--- config.mk ---
export PLATFORM = sky130hd
export DESIGN_NAME = lol_detect
export DESIGN_NICKNAME = d
export VERILOG_FILES = /design/src/rtl/lol_pkg.sv /design/src/rtl/lol_window.sv /design/src/rtl/lol_compare.sv /design/src/rtl/lol_status.sv /design/src/rtl/lol_detect.sv
export SDC_FILE = /design/constraint.sdc
export NUM_CORES = 1
export LEC_CHECK = 0
export ABC_CLOCK_PERIOD_IN_PS = 7800
export BUFFER_PORTS_ARGS = -buffer_cell sky130_fd_sc_hd__buf_2
export CORE_UTILIZATION = 35
export CTS_CLUSTER_SIZE = 16
export DETAILED_ROUTE_END_ITERATION = 7
export PLACE_DENSITY = 0.47
export SLEW_MARGIN = 20
export SYNTH_ARGS = -nofsm -noshare
export SYNTH_HDL_FRONTEND = slang
export SYNTH_SLANG_ARGS = --single-unit
--- constraint.sdc ---
create_clock -name clk -period 7.8 [get_ports clk]
set_input_delay 1.17 -clock clk [delete_from_list [all_inputs] [get_ports clk]]
set_output_delay 1.17 -clock clk [all_outputs]
set_load 0.02 [all_outputs]
--- src/rtl/lol_pkg.sv ---
package lol_pkg;
  // scale factor: one unit of error is 0.1 ppm, so a whole ratio is 10^7 units
  localparam logic [63:0] PPM_TENTHS = 64'd10_000_000;

  typedef struct packed {
    logic vld;      // one-cycle pulse per finished window
    logic set_hit;  // error above the set limit
    logic clr_hit;  // error at or below the clear limit
  } lol_verdict_t;
endpackage

--- src/rtl/lol_window.sv ---
module lol_window #(
  parameter int WIN_REF = 1000,
  parameter int CNT_W   = 11
) (
  input  logic             clk,
  input  logic             rst,
  input  logic             ref_tick,
  input  logic             fb_tick,
  output logic             win_done,
  output logic [CNT_W-1:0] fb_total
);
  localparam int RW = (WIN_REF > 1) ? $clog2(WIN_REF) : 1;
  localparam logic [RW-1:0] REF_LAST = RW'(WIN_REF - 1);
  localparam logic [CNT_W-1:0] FB_MAX = {CNT_W{1'b1}};

  logic [RW-1:0]    ref_cnt;
  logic [CNT_W-1:0] fb_acc;
  logic [CNT_W-1:0] fb_next;
  logic             closing;

  always_comb begin
    closing = ref_tick && (ref_cnt == REF_LAST);
    // the feedback counter saturates, so a runaway feedback clock cannot wrap it
    if (fb_tick && (fb_acc != FB_MAX)) fb_next = fb_acc + 1'b1;
    else                               fb_next = fb_acc;
  end

  always_ff @(posedge clk) begin
    if (rst) begin
      ref_cnt  <= '0;
      fb_acc   <= '0;
      fb_total <= '0;
      win_done <= 1'b0;
    end else begin
      win_done <= closing;
      if (closing) begin
        ref_cnt  <= '0;
        fb_acc   <= '0;
        fb_total <= fb_next;
      end else begin
        fb_acc <= fb_next;
        if (ref_tick) ref_cnt <= ref_cnt + 1'b1;
      end
    end
  end
endmodule

--- src/rtl/lol_compare.sv ---
module lol_compare
  import lol_pkg::*;
#(
  parameter int WIN_REF = 1000,
  parameter int CNT_W   = 11,
  parameter int THR_W   = 17
) (
  input  logic             clk,
  input  logic             rst,
  input  logic             win_done,
  input  logic [CNT_W-1:0] fb_total,
  input  logic [THR_W-1:0] set_thr,
  input  logic [THR_W-1:0] clr_thr,
  output lol_verdict_t     verdict
);
  localparam logic [CNT_W-1:0] REF_N = CNT_W'(WIN_REF);
  localparam logic [63:0] REF_N64 = 64'(WIN_REF);

  logic [CNT_W-1:0]       diff;
  logic [63:0]            err_scaled;
  logic [1:0][THR_W-1:0]  limit;
  logic [1:0][63:0]       limit_scaled;
  logic [1:0]             hit;

  always_comb begin
    if (fb_total >= REF_N) diff = fb_total - REF_N;
    else                   diff = REF_N - fb_total;
    // compare error*10^7 against limit*WIN_REF, which avoids a divider
    err_scaled = 64'(diff) * PPM_TENTHS;
    limit[0]   = set_thr;
    limit[1]   = clr_thr;
  end

  // index 0 is the set comparator (strictly above), index 1 the clear comparator (at or below)
  for (genvar g = 0; g < 2; g++) begin : g_cmp
    assign limit_scaled[g] = 64'(limit[g]) * REF_N64;
    if (g == 0) begin : g_set
      assign hit[g] = err_scaled > limit_scaled[g];
    end else begin : g_clr
      assign hit[g] = err_scaled <= limit_scaled[g];
    end
  end

  always_ff @(posedge clk) begin
    if (rst) begin
      verdict <= '0;
    end else begin
      verdict.vld     <= win_done;
      verdict.set_hit <= win_done && hit[0];
      verdict.clr_hit <= win_done && hit[1];
    end
  end
endmodule

--- src/rtl/lol_status.sv ---
module lol_status
  import lol_pkg::*;
#(
  parameter int TMR_W = 16
) (
  input  logic             clk,
  input  logic             rst,
  input  lol_verdict_t     verdict,
  input  logic [TMR_W-1:0] hold_len,
  input  logic             sticky_clr,
  output logic             live,
  output logic             sticky,
  output logic             pin_n
);
  logic             run_q, run_d;
  logic [TMR_W-1:0] cnt_q, cnt_d;
  logic             live_d, sticky_d;
  logic             set_evt, clr_evt, expire;

  always_comb begin
    set_evt  = verdict.vld && verdict.set_hit;
    clr_evt  = verdict.vld && verdict.clr_hit && !verdict.set_hit;
    expire   = run_q && (({1'b0, cnt_q} + 1'b1) >= {1'b0, hold_len});
    live_d   = live;
    run_d    = run_q;
    cnt_d    = cnt_q;
    if (set_evt) begin
      live_d = 1'b1;
      run_d  = 1'b0;
      cnt_d  = '0;
    end else if (run_q) begin
      if (expire) begin
        live_d = 1'b0;
        run_d  = 1'b0;
        cnt_d  = '0;
      end else begin
        cnt_d = cnt_q + 1'b1;
      end
    end else if (clr_evt && live) begin
      if (hold_len == '0) begin
        live_d = 1'b0;
      end else begin
        run_d = 1'b1;
        cnt_d = '0;
      end
    end
    // a new assertion wins over a clear request in the same cycle
    sticky_d = set_evt || (sticky && !sticky_clr);
  end

  always_ff @(posedge clk) begin
    if (rst) begin
      live   <= 1'b1;
      sticky <= 1'b1;
      pin_n  <= 1'b0;
      run_q  <= 1'b0;
      cnt_q  <= '0;
    end else begin
      live   <= live_d;
      sticky <= sticky_d;
      pin_n  <= !live_d;
      run_q  <= run_d;
      cnt_q  <= cnt_d;
    end
  end
endmodule

--- src/rtl/lol_detect.sv ---
module lol_detect
  import lol_pkg::*;
#(
  parameter int WIN_REF = 1000,
  parameter int THR_W   = 17,
  parameter int TMR_W   = 16
) (
  input  logic             clk,
  input  logic             rst,
  input  logic             ref_tick,
  input  logic             fb_tick,
  input  logic [THR_W-1:0] set_thr,
  input  logic [THR_W-1:0] clr_thr,
  input  logic [TMR_W-1:0] hold_len,
  input  logic             sticky_clr,
  output logic             lol_live,
  output logic             lol_sticky,
  output logic             lol_n
);
  localparam int CNT_W = $clog2(2 * WIN_REF + 1);

  logic             win_done;
  logic [CNT_W-1:0] fb_total;
  lol_verdict_t     verdict;
  logic             v_vld, v_set, v_clr;

  assign v_vld = verdict.vld;
  assign v_set = verdict.set_hit;
  assign v_clr = verdict.clr_hit;

  lol_window #(.WIN_REF(WIN_REF), .CNT_W(CNT_W)) u_win (
    .clk(clk), .rst(rst), .ref_tick(ref_tick), .fb_tick(fb_tick),
    .win_done(win_done), .fb_total(fb_total)
  );

  lol_compare #(.WIN_REF(WIN_REF), .CNT_W(CNT_W), .THR_W(THR_W)) u_cmp (
    .clk(clk), .rst(rst), .win_done(win_done), .fb_total(fb_total),
    .set_thr(set_thr), .clr_thr(clr_thr), .verdict(verdict)
  );

  lol_status #(.TMR_W(TMR_W)) u_stat (
    .clk(clk), .rst(rst), .verdict(verdict), .hold_len(hold_len),
    .sticky_clr(sticky_clr), .live(lol_live), .sticky(lol_sticky), .pin_n(lol_n)
  );
endmodule

==> flow_metrics.tcl, run 1 <==
set metrics [dict create \
    crit_fanout 7 \
    antenna_found_initial 0 \
    first_pass_iters 4 \
    critPathSlowestCell "xor2_1" \
    die_h_um 189 \
    syn_area_per_cell_um2 9.37 \
    cts_sinks 56 \
    ios 58 \
    drive_above_1_share_pct 7.60 \
    timing.final.crit_share_pct 94.8 \
    arrival_ps 7640 \
    place_area_um2 13100 \
    cts_buffer_depth 2 \
    hold_viol 0 \
    synth_area_leaders "ha_1 (28%), fa_1 (25%), dfxtp_1 (9.1%)" \
    status "finished clean" \
    num_vias 9078 \
    grt_pass1_vias 9325 \
    rr_worst_depth 33 \
    coreArea_um2 34500 \
    place_congestion 0.795 \
    fin_crit_ps 7400 \
    finalMaxSlewViolations 0 \
    setup_viol_count_final 0 \
    fmax_ghz 0.135 \
    final_cell_count_no_fill 1823 \
    diodes 0 \
    yosysTopAreaCell "ha_1" \
    worstSetupEndpointType "flop" \
    drtIter0Drc 320 \
    hpwl_mm 23.3 \
    numPortBuffers 57 \
    crit_required_ps 8040 \
    grt_remaining_overflow 0 \
    ys_async_sr_fraction_pct 0 \
    dpl.cell_count 1813 \
    worst_slew_pin_slew_ps 937 \
    fin_skew_ps 9.50 \
    layout_commonest_cell "ha_1" \
    drt_wl_total_mm 26.4 \
    die_area_um2 35800 \
    fp-row-count 68 \
    fin_nets 1846 \
    p_leak_nw 6.56 \
    start_util_pct 35.5 \
    clock_latency_ps 300 \
    htree_num_levels 2 \
    synth_area_um2 12300 \
    stdcell_area_um2 13300 \
    hold_ws_ps 472 \
    yosysWarnings 0 \
    syn_nets 1788 \
    ys_types 61 \
    layout_common_cells "ha_1 (272), inv_1 (186), fa_1 (151)" \
    cpPeakStageDelay_ps 680 \
    maxCapViolations 0 \
    grt_use_total_pct 15.6 \
    critPathKind "reg -> reg" \
    grt_pass1_wl_mm 46.0 \
    worst_setup_path_start_kind "flop" \
    cts_hold_buf 0 \
    cts_buffers 5 \
    die_w_um 189 \
    synthFlopType "dfxtp_1" \
    wl_per_cell_um 14.5 \
    min_path_type "reg -> reg" \
    clock-root-buffer "clkbuf_16" \
    grt_max_degree 24 \
    synth_edf_count 0 \
    vdd_drop_max_mv 0.123 \
    tns_ps 0 \
    synth_top_area_share_pct 27.7 \
    cts.reportedPaths.clkPinSlew_ps 80 \
    min_path_cells 2 \
    p_per_area_nw_per_um2 247 \
    area_delta_synth_final_pct 8.59 \
    cts_tree "built" \
    critPathMostFrequentCell "ha_1" \
    routed_via_density 4.98 \
    ant_nets 0 \
    synth-seq-cells 56 \
    slew_headroom_pct 37.2 \
    drc 0 \
    syn-instance-count 1310 \
    yosysSeqAreaShare_pct 9.13 \
    fillers 3568 \
]
-- cells in the mapped netlist (all sizes together), types with 8 or more instances --
master / n
ha: 272
inv: 187
fa: 151
nor2: 80
a21oi: 71
dfxtp: 56
xor2: 49
nand2: 45
xnor2: 44
o21ai: 40
a21o: 38
nand3: 31
nor3: 26
a211oi: 21
nand4: 18
clkbuf: 16
and3: 15
o21a: 15
nor2b: 11
nand2b: 9
a31oi: 8
a32o: 8
mux2i: 8
-- flip-flops by register name, indices dropped and copies added (netlist names) --
register / count
u_stat.live: 1
u_cmp.verdict: 3
u_stat.pin_n: 1
u_win.fb_total: 11
u_win.ref_cnt: 10
u_stat.run_q: 1
u_win.win_done: 1
u_stat.cnt_q: 16
u_stat.sticky: 1
u_win.fb_acc: 11
-- through the flow --
| step | setup slack, ps | total power, mW | utilization, % |
|---|---|---|---|
| after global placement | 452 | 3.10 | 38.0 |
| after detailed placement | 318 | 3.10 | 38.0 |
| after CTS | 231 | 3.36 | 38.4 |
| after floorplan | 763 | 2.45 | - |
| final | 403 | 3.29 | 38.6 |
| after global routing | -84.9 | 3.76 | 38.6 |
-- report_power, final --
| group | switching [mW] | total [mW] | internal [mW] |
|---|---|---|---|
| combinational | 1.53 | 2.77 | 1.24 |
| sequential | 0.00211 | 0.290 | 0.288 |
| clock | 0.109 | 0.228 | 0.119 |
-- routing by layer --
metal,part of all wire (%),vias up,GRT usage (%)
li1,-,4656,-
met1,50,4346,21.8
met2,48,64,27.1
met3,1.6,12,0.797
met4,0.78,0,1.92
met5,0,-,0
-- cell type report --
type,count,area [um^2],area share [%]
multi-input combinational,1047,10400,78.1
clock inverter,2,16.3,0.122
timing repair buffer,71,390,2.93
sequential,56,1120,8.42
inverter,187,702,5.27
tap,455,569,4.27
clock buffer,5,125,0.939
-- timing repair --
action / in CTS / in global routing
endpoints found under the setup margin: 0 / 2
setup buffers: 0 / 3
resized for setup: 0 / 14
-- cell families (layout without fill, tap and decap cells) --
family / after synthesis / count (layout) / synth area share, %
fa+ha+maj: 423 / 423 / 52.4
flops: 56 / 56 / 9.13
xor+xnor: 93 / 93 / 6.64
compound gates: 256 / 256 / 13.9
simple gates: 267 / 267 / 10.8
mux: 8 / 8 / 0.652
buf+inv: 207 / 265 / 6.51
-- worst max-delay path: cells and delay by family (launching register included) --
kind / cells / cell delay, ps
and+or+nand+nor: 8 / 1200
adders and majority gates: 8 / 2790
xor gates and xnor gates: 2 / 950
DFF: 1 / 310
buffers and inverters: 4 / 260
AOI/OAI and AO/OA: 11 / 1820
-- path summary, 6_finish.rpt --
path / end / startpoint / slack (ps)
max: u_cmp.verdict[0] / u_win.fb_total[0] / 400
min: u_stat.sticky / u_stat.sticky / 470
max reg2reg: u_cmp.verdict[0] / u_win.fb_total[0] / 400
min reg2reg: u_stat.sticky / u_stat.sticky / 470
No activity file was read; power rests on OpenSTA's default activity.
==> run 2: changes to the inputs <==
- RECOVER_POWER: not set -> 100
==> flow_metrics.tcl, run 2 (synthesized netlist as in run 1, its figures left out) <==
set metrics [dict create \
    status "finished clean" \
    timing.final.crit_share_pct 94.8 \
    worstSetupEndpoint "u_cmp.verdict[0]" \
    cts_buffer_depth 2 \
    layout_commonest_cell "ha_1" \
    place_area_um2 13100 \
    worstSetupEndpointType "flop" \
    first_pass_iters 4 \
    cts_tree "built" \
    rr_worst_depth 33 \
    start_util_pct 35.5 \
    antenna_found_initial 0 \
    dpl.cell_count 1813 \
    grt_max_degree 24 \
    fin_nets 1846 \
    critPathKind "reg -> reg" \
    cts_buffers 5 \
    drtIter0Drc 338 \
    cts_sinks 56 \
    maxCapViolations 0 \
    p_leak_nw 6.54 \
    htree_num_levels 2 \
    arrival_ps 7640 \
    setup_viol_count_final 0 \
    crit_fanout 7 \
    fp-row-count 68 \
    min_path_type "reg -> reg" \
    rrSetupSlack_ps 400 \
    cpPeakStageDelay_ps 680 \
    reg_top3 "u_stat.cnt_q (16), u_win.fb_acc (11), u_win.fb_total (11)" \
    ant_nets 0 \
    r2r-end "u_cmp.verdict[0]" \
    cts.reportedPaths.clkPinSlew_ps 80 \
    fin_skew_ps 9.33 \
    num_vias 9085 \
    diodes 0 \
    layout_common_cells "ha_1 (272), inv_1 (186), fa_1 (151)" \
    drc 0 \
    hpwl_mm 23.3 \
    hold_viol 0 \
    wl_per_cell_um 14.5 \
    cp-startpoint "u_win.fb_total[0]" \
    largest_reg_flops 16 \
    p_per_area_nw_per_um2 247 \
    final_cell_count_no_fill 1823 \
    critPathSlowestCell "xor2_1" \
    reg2reg_from "u_win.fb_total[0]" \
    worst_setup_path_start_kind "flop" \
    slew_headroom_pct 26.0 \
    ios 58 \
    drive_above_1_share_pct 6.94 \
    area_delta_synth_final_pct 8.45 \
    critPathMostFrequentCell "ha_1" \
    stdcell_area_um2 13300 \
    grt_use_total_pct 15.6 \
    place_congestion 0.795 \
    routed_via_density 4.98 \
    grt_pass1_vias 9325 \
    die_h_um 189 \
    clock_latency_ps 300 \
    grt_remaining_overflow 0 \
    fmax_ghz 0.135 \
    vdd_drop_max_mv 0.123 \
    worst_slew_pin_slew_ps 1110 \
    die_area_um2 35800 \
    coreArea_um2 34500 \
    crit_required_ps 8040 \
    drt_wl_total_mm 26.4 \
    largest-register "u_stat.cnt_q" \
    finalMaxSlewViolations 0 \
    cts_hold_buf 0 \
    grt_pass1_wl_mm 46.0 \
    die_w_um 189 \
    fin_crit_ps 7400 \
    fillers 3572 \
    numPortBuffers 57 \
    clock-root-buffer "clkbuf_16" \
]
run 2: changes by cell type in the layout (fill, tap and decap cells not counted), sizes merged:
| cell | change |
|---|---|
| buf | -6 |
| clkbuf | +6 |
run 2: metrics by stage:
stage / hold WS, ps / setup WS (ps) / util, % / TNS [ps] / power, mW
2_1_floorplan: 450 / 763 / - / 0 / 2.45
6_report: 471 / 403 / 38.5 / 0 / 3.29
5_1_grt: 510 / -84.9 / 38.5 / -84.9 / 3.76
3_3_place_gp: 455 / 452 / 38.0 / 0 / 3.10
3_5_place_dp: 459 / 318 / 38.0 / 0 / 3.10
4_1_cts: 474 / 231 / 38.4 / 0 / 3.36
run 2: final cells by class:
class	count	area [um^2]	share of cell area, %
repair buffers	71	380	2.86
multi-input cells	1047	10400	78.1
well taps	455	569	4.28
clock buffers	5	125	0.940
flip-flops and latches	56	1120	8.43
inverters	187	702	5.27
clock inverters	2	16.3	0.122
run 2: timing repair:
action,in CTS,in global routing
hold endpoints to repair,0,0
resized for setup,0,14
buffers inserted,0,3
setup endpoints to repair,0,2
run 2: report_power, final:
part | total, mW | switching [mW] | internal, mW
Combinational | 2.77 | 1.53 | 1.24
Sequential | 0.290 | 0.00211 | 0.288
Clock | 0.228 | 0.110 | 0.119
Total | 3.29 | 1.64 | 1.65
run 2: worst max-delay path: cells and delay by family, from the launching register on:
family | cells | cell delay [ps]
compound gates | 11 | 1820
fa+ha+maj | 8 | 2790
xor+xnor | 2 | 950
buf+inv | 4 | 260
simple gates | 8 | 1200
flops | 1 | 310
run 2: worst min-delay path by stage:
stage                        start               end  depth (start not counted)
floorplan           u_win.win_done  u_cmp.verdict[2]                          2
global placement     u_stat.sticky     u_stat.sticky                          2
detailed placement   u_stat.sticky     u_stat.sticky                          2
CTS                  u_stat.sticky     u_stat.sticky                          2
global route         u_stat.sticky     u_stat.sticky                          2
finish               u_stat.sticky     u_stat.sticky                          2
run 2: per-layer routing:
metal | up-vias | track usage [%] | wire length [um]
met5 | - | 0 | 0
met4 | 0 | 1.92 | 205
met3 | 12 | 0.797 | 425
met2 | 67 | 27.1 | 12600
met1 | 4349 | 21.8 | 13200
li1 | 4657 | - | -
